$ cat src/rtl/abrt_pkg.sv
package abrt_pkg;

    localparam int DOM_W   = 4;
    localparam int CODE_W  = 4;
    localparam int STAT_W  = DOM_W + CODE_W;
    localparam int NUM_W   = 4;
    localparam int SUB_W   = 3;
    localparam int SIDES   = 2;

    localparam logic [NUM_W-1:0] NUM_STATUS = 4'd5;
    localparam logic [NUM_W-1:0] NUM_ADDR   = 4'd6;
    localparam logic [SUB_W-1:0] SUB_DSIDE  = 3'd0;
    localparam logic [SUB_W-1:0] SUB_ISIDE  = 3'd1;

    // side index used by the generate loop
    localparam int SIDE_D = 0;
    localparam int SIDE_I = 1;

    typedef struct packed {
        logic [DOM_W-1:0]  dom;
        logic [CODE_W-1:0] code;
    } fault_stat_t;

    typedef enum logic [1:0] {
        SEL_NONE  = 2'd0,
        SEL_DSTAT = 2'd1,
        SEL_ISTAT = 2'd2,
        SEL_ADDR  = 2'd3
    } reg_sel_e;

    function automatic reg_sel_e decode_sel(input logic [NUM_W-1:0] num,
                                            input logic [SUB_W-1:0] sub);
        reg_sel_e s;
        s = SEL_NONE;
        if (num == NUM_ADDR) begin
            s = SEL_ADDR;
        end else if (num == NUM_STATUS) begin
            if (sub == SUB_DSIDE)      s = SEL_DSTAT;
            else if (sub == SUB_ISIDE) s = SEL_ISTAT;
        end
        return s;
    endfunction

endpackage

$ cat src/rtl/abrt_stat_reg.sv
module abrt_stat_reg
    import abrt_pkg::*;
(
    input  logic        clk,
    input  logic        rst,
    input  logic        cap,
    input  fault_stat_t cap_val,
    input  logic        wr,
    input  fault_stat_t wr_val,
    output fault_stat_t q
);

    always_ff @(posedge clk) begin
        if (rst)       q <= '0;
        else if (cap)  q <= cap_val;
        else if (wr)   q <= wr_val;
    end


    capture_load_chk: assert property (@(posedge clk) disable iff (rst)
        cap |=> q == $past(cap_val));


    capture_over_write_chk: assert property (@(posedge clk) disable iff (rst)
        (cap && wr) |=> q != $past(wr_val) || $past(wr_val) == $past(cap_val));


    sw_write_chk: assert property (@(posedge clk) disable iff (rst)
        (wr && !cap) |=> q == $past(wr_val));


    stat_hold_chk: assert property (@(posedge clk) disable iff (rst)
        (!cap && !wr) |=> $stable(q));

endmodule

$ cat src/rtl/abrt_addr_reg.sv
module abrt_addr_reg #(
    parameter int ADDR_W = 32
) (
    input  logic              clk,
    input  logic              rst,
    input  logic              cap,
    input  logic [ADDR_W-1:0] cap_addr,
    input  logic              wr,
    input  logic [ADDR_W-1:0] wr_val,
    output logic [ADDR_W-1:0] q
);

    always_ff @(posedge clk) begin
        if (rst)      q <= '0;
        else if (cap) q <= cap_addr;
        else if (wr)  q <= wr_val;
    end


    addr_load_chk: assert property (@(posedge clk) disable iff (rst)
        cap |=> q == $past(cap_addr));


    addr_hold_chk: assert property (@(posedge clk) disable iff (rst)
        (!cap && !wr) |=> $stable(q));

endmodule

$ cat src/rtl/abrt_rd_mux.sv
module abrt_rd_mux
    import abrt_pkg::*;
#(
    parameter int ADDR_W = 32,
    parameter int DATA_W = 32
) (
    input  reg_sel_e          sel,
    input  fault_stat_t       dstat,
    input  fault_stat_t       istat,
    input  logic [ADDR_W-1:0] addr,
    output logic [DATA_W-1:0] rdata
);

    always_comb begin
        rdata = '0;
        unique case (sel)
            SEL_DSTAT: rdata[STAT_W-1:0] = dstat;
            SEL_ISTAT: rdata[STAT_W-1:0] = istat;
            SEL_ADDR:  rdata[ADDR_W-1:0] = addr;
            default:   rdata = '0;
        endcase
    end

endmodule

$ cat src/rtl/abort_status_capture.sv
module abort_status_capture
    import abrt_pkg::*;
#(
    parameter int ADDR_W = 32,
    parameter int DATA_W = 32
) (
    input  logic              clk,
    input  logic              rst,
    input  logic              ia_strobe,
    input  logic [3:0]        ia_code,
    input  logic [3:0]        ia_dom,
    input  logic              da_strobe,
    input  logic [3:0]        da_code,
    input  logic [3:0]        da_dom,
    input  logic [ADDR_W-1:0] da_vaddr,
    input  logic              reg_wr,
    input  logic [3:0]        reg_num,
    input  logic [2:0]        reg_sub,
    input  logic [DATA_W-1:0] reg_wdata,
    output logic [DATA_W-1:0] reg_rdata
);

    reg_sel_e    sel;
    fault_stat_t side_cap_val [SIDES];
    logic        side_cap     [SIDES];
    logic        side_wr      [SIDES];
    fault_stat_t side_q       [SIDES];
    fault_stat_t wr_stat;
    logic        addr_wr;
    logic [ADDR_W-1:0] addr_q;

    assign sel     = decode_sel(reg_num, reg_sub);
    assign wr_stat = fault_stat_t'(reg_wdata[STAT_W-1:0]);
    assign addr_wr = reg_wr && (sel == SEL_ADDR);

    assign side_cap[SIDE_D]     = da_strobe;
    assign side_cap_val[SIDE_D] = '{dom: da_dom, code: da_code};
    assign side_wr[SIDE_D]      = reg_wr && (sel == SEL_DSTAT);
    assign side_cap[SIDE_I]     = ia_strobe;
    assign side_cap_val[SIDE_I] = '{dom: ia_dom, code: ia_code};
    assign side_wr[SIDE_I]      = reg_wr && (sel == SEL_ISTAT);

    for (genvar g = 0; g < SIDES; g++) begin : g_side
        abrt_stat_reg u_stat (
            .clk     (clk),
            .rst     (rst),
            .cap     (side_cap[g]),
            .cap_val (side_cap_val[g]),
            .wr      (side_wr[g]),
            .wr_val  (wr_stat),
            .q       (side_q[g])
        );
    end

    abrt_addr_reg #(.ADDR_W(ADDR_W)) u_addr (
        .clk      (clk),
        .rst      (rst),
        .cap      (da_strobe),
        .cap_addr (da_vaddr),
        .wr       (addr_wr),
        .wr_val   (reg_wdata[ADDR_W-1:0]),
        .q        (addr_q)
    );

    abrt_rd_mux #(.ADDR_W(ADDR_W), .DATA_W(DATA_W)) u_mux (
        .sel   (sel),
        .dstat (side_q[SIDE_D]),
        .istat (side_q[SIDE_I]),
        .addr  (addr_q),
        .rdata (reg_rdata)
    );


    unmapped_zero_chk: assert property (@(posedge clk) disable iff (rst)
        (reg_num != NUM_STATUS && reg_num != NUM_ADDR) |-> reg_rdata == '0);


    status_upper_zero_chk: assert property (@(posedge clk) disable iff (rst)
        (reg_num == NUM_STATUS) |-> reg_rdata[DATA_W-1:STAT_W] == '0);


    reset_clear_chk: assert property (@(posedge clk)
        rst |=> reg_rdata == '0);

endmodule

$ cat config.mk
export PLATFORM = sky130hd
export DESIGN_NAME = abort_status_capture
export DESIGN_NICKNAME = d
export VERILOG_FILES = /design/src/rtl/abrt_pkg.sv /design/src/rtl/abrt_stat_reg.sv /design/src/rtl/abrt_addr_reg.sv /design/src/rtl/abrt_rd_mux.sv /design/src/rtl/abort_status_capture.sv
export SDC_FILE = /design/constraint.sdc
export NUM_CORES = 1
export LEC_CHECK = 0
export CAP_MARGIN = 5
export CORE_MARGIN = 2
export CORE_UTILIZATION = 43
export DETAILED_ROUTE_END_ITERATION = 8
export GPL_ROUTABILITY_DRIVEN = 0
export GPL_TIMING_DRIVEN = 0
export PLACE_DENSITY = 0.81
export SETUP_SLACK_MARGIN = 0.5
export SLEW_MARGIN = 10
export SYNTH_ARGS = -nofsm -noshare
export SYNTH_HDL_FRONTEND = slang
export SYNTH_SLANG_ARGS = --single-unit
$ cat constraint.sdc
create_clock -name clk -period 1.5 [get_ports clk]
set_input_delay 0.225 -clock clk [delete_from_list [all_inputs] [get_ports clk]]
set_output_delay 0.225 -clock clk [all_outputs]
set_load 0.01 [all_outputs]
After elaboration in Yosys (flattened, before gate mapping)

Cells that the tools add are included.

Equal/unequal tests: 6
Muxes and demuxes: 12
Reduce and logical (&&, ||, !) cells: 7

Operators by type and width:

| operator           | count |
|---|---|
| $mux 32            | 2 |
| $mux 8             | 4 |
| $mux 24            | 1 |
| $pmux 8 s3         | 1 |
| $eq 4x3->1 const B | 2 |
| $mux 2             | 4 |
| $reduce_bool 2->1  | 3 |
| $eq 2x2->1 const B | 2 |
| $eq 3x1->1 const B | 1 |
| $logic_and 1x1->1  | 3 |
| $logic_not 3->1    | 1 |
| $eq 2x1->1 const B | 1 |

Logic and storage cells: 30
Input port bits: 92
Flip-flop bits (word level): 48
Output and inout bits: 32

Depth between registers and ports, before layout

Gate-level depths: netlist of the first run.

Depth in word-level cells: 9
Mapped depth: 6
Gate-level depth less buffers: 3

Modules after synthesis

A second synthesis of the first run with hierarchy kept.

Cell total of the unflattened synthesis: 271
Area, all modules: 2700.1 um2

Modules (own cells, without submodules):

| module               | instances | seq. area each (um2) | area an instance (um2) | cells an instance |
|---|---|---|---|---|
| abrt_addr_reg        | 1         | 640.6                | 1510.2                 | 142 |
| abrt_stat_reg        | 2         | 160.2                | 369.1                  | 35 |
| abrt_rd_mux          | 1         | 0.0                  | 381.6                  | 49 |
| abort_status_capture | 1         | 0.0                  | 70.1                   | 10 |

Least setup slack after synthesis of the first run

OpenSTA, ideal clock, no wires.

Path kind: input-to-output
Start: in reg_num[1]
End: out reg_rdata[0]
Stages on the path: 4
Setup slack: 110 ps
Data required time: 1275 ps
Path buffers: 1
Data arrival time: 1165 ps
Path through: nor4b_2 buf_4 nand3b_1 o21ai_1

Word-level cells in the longest chain between the ends: 5
Elaborated cells between the ends (all ways): 8
Classes of those cells: 5 x eq/ne; 3 x mux

RTL lines:

| item                                     | line                       | text |
|---|---|---|
| start: declaration                       | abort_status_capture.sv:17 | `input logic [3:0] reg_num,` |
| $eq 4x3->1                               | abrt_pkg.sv:37             | `end else if (num == NUM_STATUS) begin` |
| $mux 2                                   | abrt_pkg.sv:37             |  |
| $mux 2 (*)                               | abrt_pkg.sv:35             | `if (num == NUM_ADDR) begin` |
| $eq 2x2->1 or $eq 2x1->1 (tied branches) | abrt_rd_mux.sv:16          | `unique case (sel)` |
| $pmux 8 s3 (*)                           | abrt_rd_mux.sv:16          |  |
| end: declaration                         | abort_status_capture.sv:20 | `output logic [DATA_W-1:0] reg_rdata` |

Every way passes the cells marked *; elsewhere a longest branch is shown, timed or not.

Final worst setup path of the first run

Start: in reg_sub[1]
End: out reg_rdata[5]

Word-level cells in the longest chain between the ends: 7
Elaborated cells between the ends (all ways): 10
Classes of those cells: 4 x eq/ne; 5 x mux; 1 x reduce/logical

RTL lines:

| item                                     | line                       | text |
|---|---|---|
| start: declaration                       | abort_status_capture.sv:18 | `input logic [2:0] reg_sub,` |
| $eq 3x1->1                               | abrt_pkg.sv:39             | `else if (sub == SUB_ISIDE) s = SEL_ISTAT;` |
| $mux 2                                   | abrt_pkg.sv:39             |  |
| $mux 2 (*)                               | abrt_pkg.sv:38             | `if (sub == SUB_DSIDE) s = SEL_DSTAT;` |
| $mux 2 (*)                               | abrt_pkg.sv:37             |  |
| $mux 2 (*)                               | abrt_pkg.sv:35             |  |
| $eq 2x2->1 or $eq 2x1->1 (tied branches) | abrt_rd_mux.sv:16          |  |
| $pmux 8 s3 (*)                           | abrt_rd_mux.sv:16          |  |

Marks and branches as above.

==> metrics.md, run 1 <==
| Metric | Value |
|---|---|
| Yosys reg bits | 48 |
| CP Max Fanout | 3 |
| Initial core utilization | between 40 and 50% |
| WP data required | ~1.3 ns |
| Relative slew slack | approximately half |
| Register area | 961 um2 |
| Leak | 2.37 nW |
| Post-synth EDFFs | 0 |
| Compound-gate portion of the synthesized area | 23.3% |
| CTS root buf | clkbuf_8 |
| Peak VDD IR | 0.000395 V |
| Row count | 30 |
| Ant. Diodes | 0 |
| RSZ-0062 raised after global routing | yes |
| Measured slew at the worst slew-check pin | between 0.7 and 0.8 ns |
| Async SR Flop Fraction | 0% |
| Clock buffer depth | 2 |
| Power Total | 3.15 mW |
| Die span in x | around 87 um |
| Minimum clock period | 1.59 ns |
| Hold Path Depth | 3 |
| CP Launch Type | input port |
| Number of nets in the layout | between 600 and 700 |
| Die Area | ~7500 um2 |
| Clock-pin slew on the worst setup and hold paths | about 0.11 ns |
| CTS tree | done |
| Cell variety after synth | 25 |
| Placed cell areas | around 4400 um2 |
| Status | finished with violations |
| Overall routing resource usage | between 20% and 30% |
| Failing checks | negative setup slack |
| Vias in the first global route | ~3600 |
| Final WS setup | -0.0885 ns |
| H-tree depth | 2 |
| Class of the worst hold path | input port to register |
| Dpl hpwl | 7300 um |
| Worst r2r path cells | 2 |
| GR Overflow Total | 0 |
| Antenna violations before repair | 0 |
| Hold buffers post-CTS | 0 |
| Vias | 3710 |
| Post-synthesis sequential area ratio | 32.8% |
| Ratio of cells with drive above 1 in the final layout | roughly 36% |
| Finished Core Util | between 70% and 80% |
| Largest net degree at the start of global routing | 17 |
| Syn. warnings | 0 |
| Slew Limit Fails | 0 |
| Final setup vio count | 22 |
| Filler cell count | roughly 400 |
| Syn nets | 472 |
| Tcrit/Tclk final | 106% |
| DR vias/cell | approximately 6 |
| Clk sinks | 48 |
| Top FF cell, synth | dfxtp_1 |
| 1st-pass router iterations | 5 |
| Hold Vio Cnt, Final | 0 |
| Clk_skew | 0 ns |
| Simple-Gate Fraction of Synth Area | approximately 25% |
| Final ANT Viol Nets | 0 |
| Hold_ws | roughly 0.21 ns |
| Drt drc | 0 |
| Clk_lat worst skew | 0.32 ns |
| Power per Cell Area | 595 nW/um2 |
| Io pins | ~120 |
| Total core area | ~6700 um2 |
| Total negative setup slack | -0.865 ns |
| Multi-input logic area | between 1500 and 2000 um2 |
| Synth Area in Adders | 0% |
| CP endpoint kind | output port |
| Die Height | slightly below 90 um |
| Avg WL per Cell | around 20 um |
| WS Path Type | input port to output port |
| Syn Inst Count | between 300 and 400 |
| Max-cap violations | 0 |
| Mux cell area share after synthesis | approximately 7.2% |
| Critical Path AT | around 1.4 ns |
| Port Buf Inserts | 120 |
| XOR/XNOR Fraction of Synth Area | 0% |
| Clock buffer count from CTS | 5 |
| Largest family of logic cells by synthesized area | simple AND/OR/NAND/NOR gates |
| Routed WL | approximately 13000 um |
| Area Overhead vs Synth | 80.5% |
| Mean area per synthesized cell | 7.72 um2 |
| First-pass GRT wire length | 17400 um |
| Synth Cell Area | 2930 um2 |
| F_max | about 630 MHz |
| Drt first-iter violations | around 290 |
| Final instance area | 5290 um2 |
layout make-up:
cell class	instances	area share (%)
Timing Repair Buffer	157	32.0
Inverter	40	2.84
Clock inverter	3	0.449
Sequential cell	48	18.2
Buffer	39	6.64
Multi-Input combinational cell	253	36.7
Tap cell	80	1.89
Clock buffer	5	1.30
power by group:
part | switching [mW] | total, mW | internal, mW
registers | 0.0585 | 1.43 | 1.37
clock network | 0.522 | 0.853 | 0.332
logic | 0.379 | 0.869 | 0.490
total | 0.960 | 3.15 | 2.19
Yosys cell counts, types with 9 or more instances:
| library cell | count | area [um2] |
|---|---|---|
| a21oi_1 | 40 | 200 |
| and2_1 | 25 | 156 |
| buf_2 | 9 | 45.0 |
| clkbuf_1 | 20 | 75.1 |
| dfxtp_1 | 48 | 961 |
| inv_1 | 40 | 150 |
| mux2i_1 | 12 | 120 |
| nand3_1 | 40 | 200 |
| nor2_1 | 48 | 180 |
| nor2b_1 | 12 | 75.1 |
| o311a_1 | 40 | 400 |
cells in the final DEF, fill, tap and decap left out, types with 12 or more instances in the layout:
cell type,instances
nand3_2,31
buf_8,17
buf_6,55
clkdlybuf4s50_1,80
and2_4,26
mux2i_1,12
inv_1,40
dfxtp_1,48
nor2_1,48
a21oi_1,40
nor2b_1,12
o311a_1,40
state kept, by name, summed over array words and instances (netlist names):
register and cells:
g_side.u_stat.q 16, u_addr.q 32
per-layer routing:
metal	share of wire, %	GRT usage [%]
met4	4.8	12.5
met2	50	52.7
met5	0	0
met1	37	33.5
met3	7.8	6.48
timing repair:
item,4_1_cts,5_1_grt
setup endpoints to repair,80,80
cloned,7,0
pin swaps,13,8
endpoints found under the hold margin,0,0
resized for setup,244,64
setup buffers,14,16
worst paths after layout:
path	start	to	slack (ns)
max	reg_sub[1]	reg_rdata[5]	-0.09
max reg2reg	g_side[0].u_stat.q[2]$_SDFFE_PP0P_	g_side[0].u_stat.q[2]$_SDFFE_PP0P_	0.63
min reg2reg	g_side[1].u_stat.q[6]$_SDFFE_PP0P_	g_side[1].u_stat.q[6]$_SDFFE_PP0P_	0.52
min	reg_wr	u_addr.q[17]$_SDFFE_PP0P_	0.21
cells by family (layout without fill, tap and decap cells):
| kind of cell | after synthesis | in the layout |
|---|---|---|
| AOI/OAI and AO/OA | 93 | 93 |
| buffers and inverters | 79 | 244 |
| DFF | 48 | 48 |
| muxes | 20 | 20 |
| and+or+nand+nor | 140 | 140 |
worst max-delay path: stages:
cell      delay (ns)
buf_6           0.09
nor4b_4         0.29
buf_6           0.14
nand3b_1        0.14
buf_4           0.19
o21ai_4         0.16
buf_6           0.13
per-stage QoR:
step / setup WS [ns] / instances
floorplan: 0.112 / 380
global placement: -1.08 / 580
detailed placement: -1.09 / 580
CTS: -0.0830 / 609
global route: -0.137 / 625
finish: -0.0885 / 625
(Power assumes the default switching activity.)
==> run 2: changes to the inputs <==
--- a/config.mk
+++ b/config.mk
@@ -12,7 +12,9 @@
 export GPL_ROUTABILITY_DRIVEN = 0
 export GPL_TIMING_DRIVEN = 0
 export PLACE_DENSITY = 0.81
+export RECOVER_POWER = 100
 export SETUP_SLACK_MARGIN = 0.5
+export SKIP_LAST_GASP = 1
 export SLEW_MARGIN = 10
 export SYNTH_ARGS = -nofsm -noshare
 export SYNTH_HDL_FRONTEND = slang
==> metrics.md, run 2 (synthesized netlist as in run 1, its figures left out) <==
| Metric | Value |
|---|---|
| Status | finished with violations |
| Failing checks | negative setup slack |
| Clock buffer count from CTS | 5 |
| Final WS setup | -0.114 ns |
| Top reg by flops | u_addr.q |
| Minimum clock period | between 1.5 and 2 ns |
| Register area | slightly below 1000 um2 |
| Clk_skew | 0 ns |
| Peak VDD IR | around 0.00044 V |
| H-tree depth | 2 |
| WHS Endpoint | u_addr.q[17]$_SDFFE_PP0P_ |
| Routed WL | about 12000 um |
| Row count | 30 |
| Initial core utilization | a little over two fifths |
| RSZ-0062 raised after global routing | yes |
| Relative slew slack | about half |
| CTS root buf | clkbuf_8 |
| Die Height | 86.6 um |
| Antenna violations before repair | 0 |
| WP data required | around 1.3 ns |
| Avg WL per Cell | 19.6 um |
| WS Path Type | input port to output port |
| CP endpoint kind | output port |
| Vias in the first global route | between 3000 and 4000 |
| Clk sinks | 48 |
| Area Overhead vs Synth | 78.8% |
| 1st-pass router iterations | 5 |
| First-pass GRT wire length | between 15000 and 20000 um |
| Critical R2R Launch | g_side[0].u_stat.q[2]$_SDFFE_PP0P_ |
| Drt first-iter violations | about 390 |
| Most frequent cells in the layout | clkdlybuf4s50_1 (80), buf_6 (54), nor2_1 (48), dfxtp_1 (48) |
| Sw Ratio | between 20 and 30% |
| Sequential Power Share | between 40% and 50% |
| Clk_lat worst skew | between 0.3 and 0.4 ns |
| Measured slew at the worst slew-check pin | around 0.74 ns |
| Power Total | about 3.1 mW |
| CP Launch Type | input port |
| CTS tree | done |
| Hold Vio Cnt, Final | 0 |
| Multi-input logic area | 1890 um2 |
| Hold Path Origin | reg_wr |
| Final setup vio count | 31 |
| Drt drc | 0 |
| Finished Core Util | approximately four fifths |
| Clock-pin slew on the worst setup and hold paths | roughly 0.1 ns |
| Number of nets in the layout | about 640 |
| DR vias/cell | 5.93 |
| Tcrit/Tclk final | 108% |
| Pint | 2.19 mW |
| Total negative setup slack | -1.29 ns |
| Die Area | 7500 um2 |
| GR Overflow Total | 0 |
| Dpl hpwl | 7300 um |
| CP Max Fanout | 3 |
| Largest net degree at the start of global routing | 17 |
| Worst r2r path cells | 2 |
| Filler cell count | ~420 |
| Hold Path Depth | 3 |
| Class of the worst hold path | input port to register |
| Final ANT Viol Nets | 0 |
| Die span in x | approximately 87 um |
| Max-cap violations | 0 |
| Max reg flops | 32 |
| Power per Cell Area | about 590 nW/um2 |
| Critical Path AT | 1.39 ns |
| Vias | 3715 |
| Clock buffer depth | 2 |
| Slew Limit Fails | 0 |
| Worst R2R Setup Slack | about 0.66 ns |
| Hold buffers post-CTS | 0 |
| Overall routing resource usage | approximately 29% |
| FF-to-FF End | g_side[0].u_stat.q[2]$_SDFFE_PP0P_ |
| Clock power share | a little over a quarter |
| Ratio of cells with drive above 1 in the final layout | 33.7% |
| Net switching power | 0.924 mW |
| Port Buf Inserts | 120 |
| Comb pwr share | between 20% and 30% |
| Io pins | 124 |
| Leak | 2.37 nW |
| Commonest non-fill, non-tap cell in the layout | clkdlybuf4s50_1 |
| Regs by FF count | u_addr.q x32, g_side.u_stat.q x16 |
| Total core area | 6680 um2 |
| Ant. Diodes | 0 |
| F_max | just over 600 MHz |
-- run 2: changes by cell type in the layout (fill, tap and decap cells not counted), sizes merged --
cell  change
buf       +1
-- run 2: how the worst max path moves through the flow --
stage                     startpoint           end  slack (ns)  depth (start not counted)
after CTS                 reg_num[1]  reg_rdata[2]       -0.09                          7
after detailed placement  reg_num[1]  reg_rdata[5]       -1.09                          6
after global routing      reg_sub[1]  reg_rdata[7]       -0.15                          7
after floorplan           reg_num[1]  reg_rdata[0]        0.11                          4
after global placement    reg_num[1]  reg_rdata[5]       -1.08                          6
final                     reg_sub[1]  reg_rdata[5]       -0.11                          7
-- run 2: power groups by stage --
stage                     Clock (mW)  Combinational, mW  Sequential [mW]
after detailed placement           0              0.707             1.45
after global placement             0              0.694             1.44
after CTS                      0.818              0.772             1.42
after global routing           0.892              0.907             1.43
final                          0.827              0.862             1.42
after floorplan                    0              0.359             1.43
-- run 2: layout make-up --
class	count	share of cell area, %
plain buffers	39	6.71
clock buffers	5	1.31
clock inverters	3	0.453
inverters	40	2.86
multi-input cells	253	36.0
flip-flops and latches	48	18.3
well taps	80	1.91
repair buffers	158	32.4
-- run 2: critical path, stage by stage --
cell and delay (ns):
buf_6 0.09, nor4b_4 0.31, buf_6 0.14, nand3b_1 0.15, buf_4 0.19, o21ai_4 0.16
buf_6 0.13
-- run 2: stage by stage --
step	instances	area (um2)	hold WS, ns	worst slack (ns)
2_1_floorplan	380	3090	0.446	0.112
3_3_place_gp	580	4390	0.492	-1.08
3_5_place_dp	580	4390	0.503	-1.09
4_1_cts	609	4880	0.227	-0.0874
5_1_grt	626	5240	0.234	-0.154
6_report	626	5240	0.228	-0.114
-- run 2: layer usage --
metal	vias up	global-route usage, %	part of all wire (%)
met5	-	0	0
met4	0	12.2	3.5
met3	40	5.81	8.6
met2	237	52.2	51
met1	1777	34.3	37
li1	1661	-	-
-- run 2: repair_timing --
action                                 CTS  global route
resized for setup                      240            56
setup endpoints to repair               80            80
setup buffers                           14            17
pin swaps                               11            10
endpoints found under the hold margin    0             0
cloned                                   7             0
==> run 3: changes to the inputs <==
--- a/config.mk
+++ b/config.mk
@@ -14,7 +14,6 @@
 export PLACE_DENSITY = 0.81
 export RECOVER_POWER = 100
 export SETUP_SLACK_MARGIN = 0.5
-export SKIP_LAST_GASP = 1
 export SLEW_MARGIN = 10
 export SYNTH_ARGS = -nofsm -noshare
 export SYNTH_HDL_FRONTEND = slang
==> metrics.md, run 3 (synthesized netlist as in run 1, its figures left out) <==
| Metric | Value |
|---|---|
| Finished Core Util | between 70% and 80% |
| Slowest Stage Delay on Critical Path | between 0.2 and 0.3 ns |
| 1st-pass router iterations | 5 |
| Top reg by flops | u_addr.q |
| Ant. Diodes | 0 |
| Max reg flops | 32 |
| Avg WL per Cell | approximately 20 um |
| Routed WL | ~13000 um |
| Clk_skew | 0 ns |
| Initial core utilization | roughly 44% |
| Relative slew slack | a little under half |
| Final setup vio count | 22 |
| Final ANT Viol Nets | 0 |
| CTS tree | done |
| Clk sinks | between 40 and 50 |
| Failing checks | negative setup slack |
| Dpl hpwl | between 7000 and 8000 um |
| Area Overhead vs Synth | 80.5% |
| CP Launch Type | input port |
| Overall routing resource usage | between 20 and 30% |
| CP endpoint kind | output port |
| Status | finished with violations |
| Cell family with most CP delay | buffers and inverters |
| DR vias/cell | 5.98 |
| Clock-pin slew on the worst setup and hold paths | ~0.11 ns |
| Class of the worst hold path | input port to register |
| Hold buffers post-CTS | 0 |
| Total negative setup slack | -1.06 ns |
| F_max | 630 MHz |
| Met3 WL post-DR | about 1100 um |
| Vias in the first global route | between 3000 and 4000 |
| Most frequent cells in the layout | clkdlybuf4s50_1 (80), buf_6 (55), nor2_1 (48), dfxtp_1 (48) |
| Clock buffer depth | 2 |
| Max-cap violations | 0 |
| Minimum clock period | roughly 1.6 ns |
| WP data required | around 1.3 ns |
| Vias | 3737 |
| Power per Cell Area | slightly below 600 nW/um2 |
| Final WS setup | -0.0882 ns |
| Critical path's most frequent cell | buf_6 |
| Metal-1 WL | 4580 um |
| Drt first-iter violations | roughly 260 |
| Hold_ws | approximately 0.21 ns |
| Number of nets in the layout | between 600 and 700 |
| Highest routed metal layer | met4 |
| Ratio of cells with drive above 1 in the final layout | 35.6% |
| Tcrit/Tclk final | 106% |
| CP Max Fanout | 3 |
| WHS Endpoint | u_addr.q[17]$_SDFFE_PP0P_ |
| Slowest CP cell | nor4b_4 |
| Largest net degree at the start of global routing | 17 |
| Leak | 2.38 nW |
| Commonest non-fill, non-tap cell in the layout | clkdlybuf4s50_1 |
| Regs by FF count | u_addr.q x32, g_side.u_stat.q x16 |
| Slew Limit Fails | 0 |
| Critical-path cell list | buf_6, nor4b_4, buf_6, nand3b_1, buf_4, o21ai_4, buf_6 |
| GR Overflow Total | 0 |
| Hold Vio Cnt, Final | 0 |
| Measured slew at the worst slew-check pin | just under 0.8 ns |
| Drt drc | 0 |
| RSZ-0062 raised after global routing | yes |
| Filler cell count | between 300 and 400 |
| Die Area | between 7000 and 8000 um2 |
| Die Height | between 80 and 90 um |
| Hold Path Depth | 3 |
| Clock buffer count from CTS | 5 |
| Worst r2r path cells | 2 |
| Io pins | 124 |
| H-tree depth | 2 |
| Met2 WL post-DR | 6270 um |
| Worst R2R Setup Slack | between 0.6 and 0.7 ns |
| CTS root buf | clkbuf_8 |
| Power Total | roughly 3.1 mW |
| Total core area | about 6700 um2 |
| Clk_lat worst skew | about 0.32 ns |
| WS Path Type | input port to output port |
| Critical Path AT | approximately 1.4 ns |
| Row count | 30 |
| Port Buf Inserts | 120 |
| FF-to-FF End | g_side[0].u_stat.q[2]$_SDFFE_PP0P_ |
| Peak VDD IR | a little under 0.0004 V |
| Post-Place Setup Slack | -1.09 ns |
| Hold Path Origin | reg_wr |
| Critical R2R Launch | g_side[0].u_stat.q[2]$_SDFFE_PP0P_ |
| First-pass GRT wire length | ~17000 um |
| Die span in x | a little under 90 um |
| WP buf/inv | 4 |
| Antenna violations before repair | 0 |
==> run 3: power breakdown <==
part / internal (mW) / switching, mW
registers: 1.37 / 0.0584
clock network: 0.332 / 0.522
logic: 0.490 / 0.379
total: 2.19 / 0.959
==> run 3: repair_timing <==
| action | in CTS | in global routing |
|---|---|---|
| cloned | 7 | 0 |
| endpoints found under the setup margin | 80 | 80 |
| gates resized for setup | 244 | 64 |
| setup buffers | 14 | 16 |
| pin swaps | 13 | 8 |
==> run 3: worst reg2reg max path, cell delays in order, from the launching register on <==
cell,delay (ns)
dfxtp_1,0.34
nor2b_1,0.15
mux2_4,0.28
==> run 3: worst max path at each step <==
stage	startpoint	to	depth (start not counted)
after floorplan	reg_num[1]	reg_rdata[0]	4
after global placement	reg_num[1]	reg_rdata[5]	6
after detailed placement	reg_num[1]	reg_rdata[5]	6
after CTS	reg_num[1]	reg_rdata[2]	7
after global routing	reg_sub[1]	reg_rdata[4]	7
final	reg_sub[1]	reg_rdata[5]	7
==> run 3: cell type report <==
| class | instances | area, um2 | area share (%) |
|---|---|---|---|
| Multi-Input combinational cell | 253 | 1940 | 36.7 |
| Timing Repair Buffer | 157 | 1690 | 32.0 |
| Sequential cell | 48 | 961 | 18.2 |
| Buffer | 39 | 352 | 6.64 |
| Inverter | 40 | 150 | 2.84 |
| Tap cell | 80 | 100 | 1.89 |
| Clock buffer | 5 | 68.8 | 1.30 |
| Clock inverter | 3 | 23.8 | 0.449 |
==> run 3: through the flow <==
stage / instance area [um2] / instances
5_1_grt: 5290 / 625
4_1_cts: 4900 / 609
3_3_place_gp: 4390 / 580
3_5_place_dp: 4390 / 580
2_1_floorplan: 3090 / 380
6_report: 5290 / 625
==> run 3: routing by layer <==
metal | global-route usage [%] | up-vias
met1 | 33.5 | 1772
li1 | - | 1663
met4 | 12.5 | 0
met5 | 0 | -
met2 | 52.7 | 249
met3 | 6.48 | 53
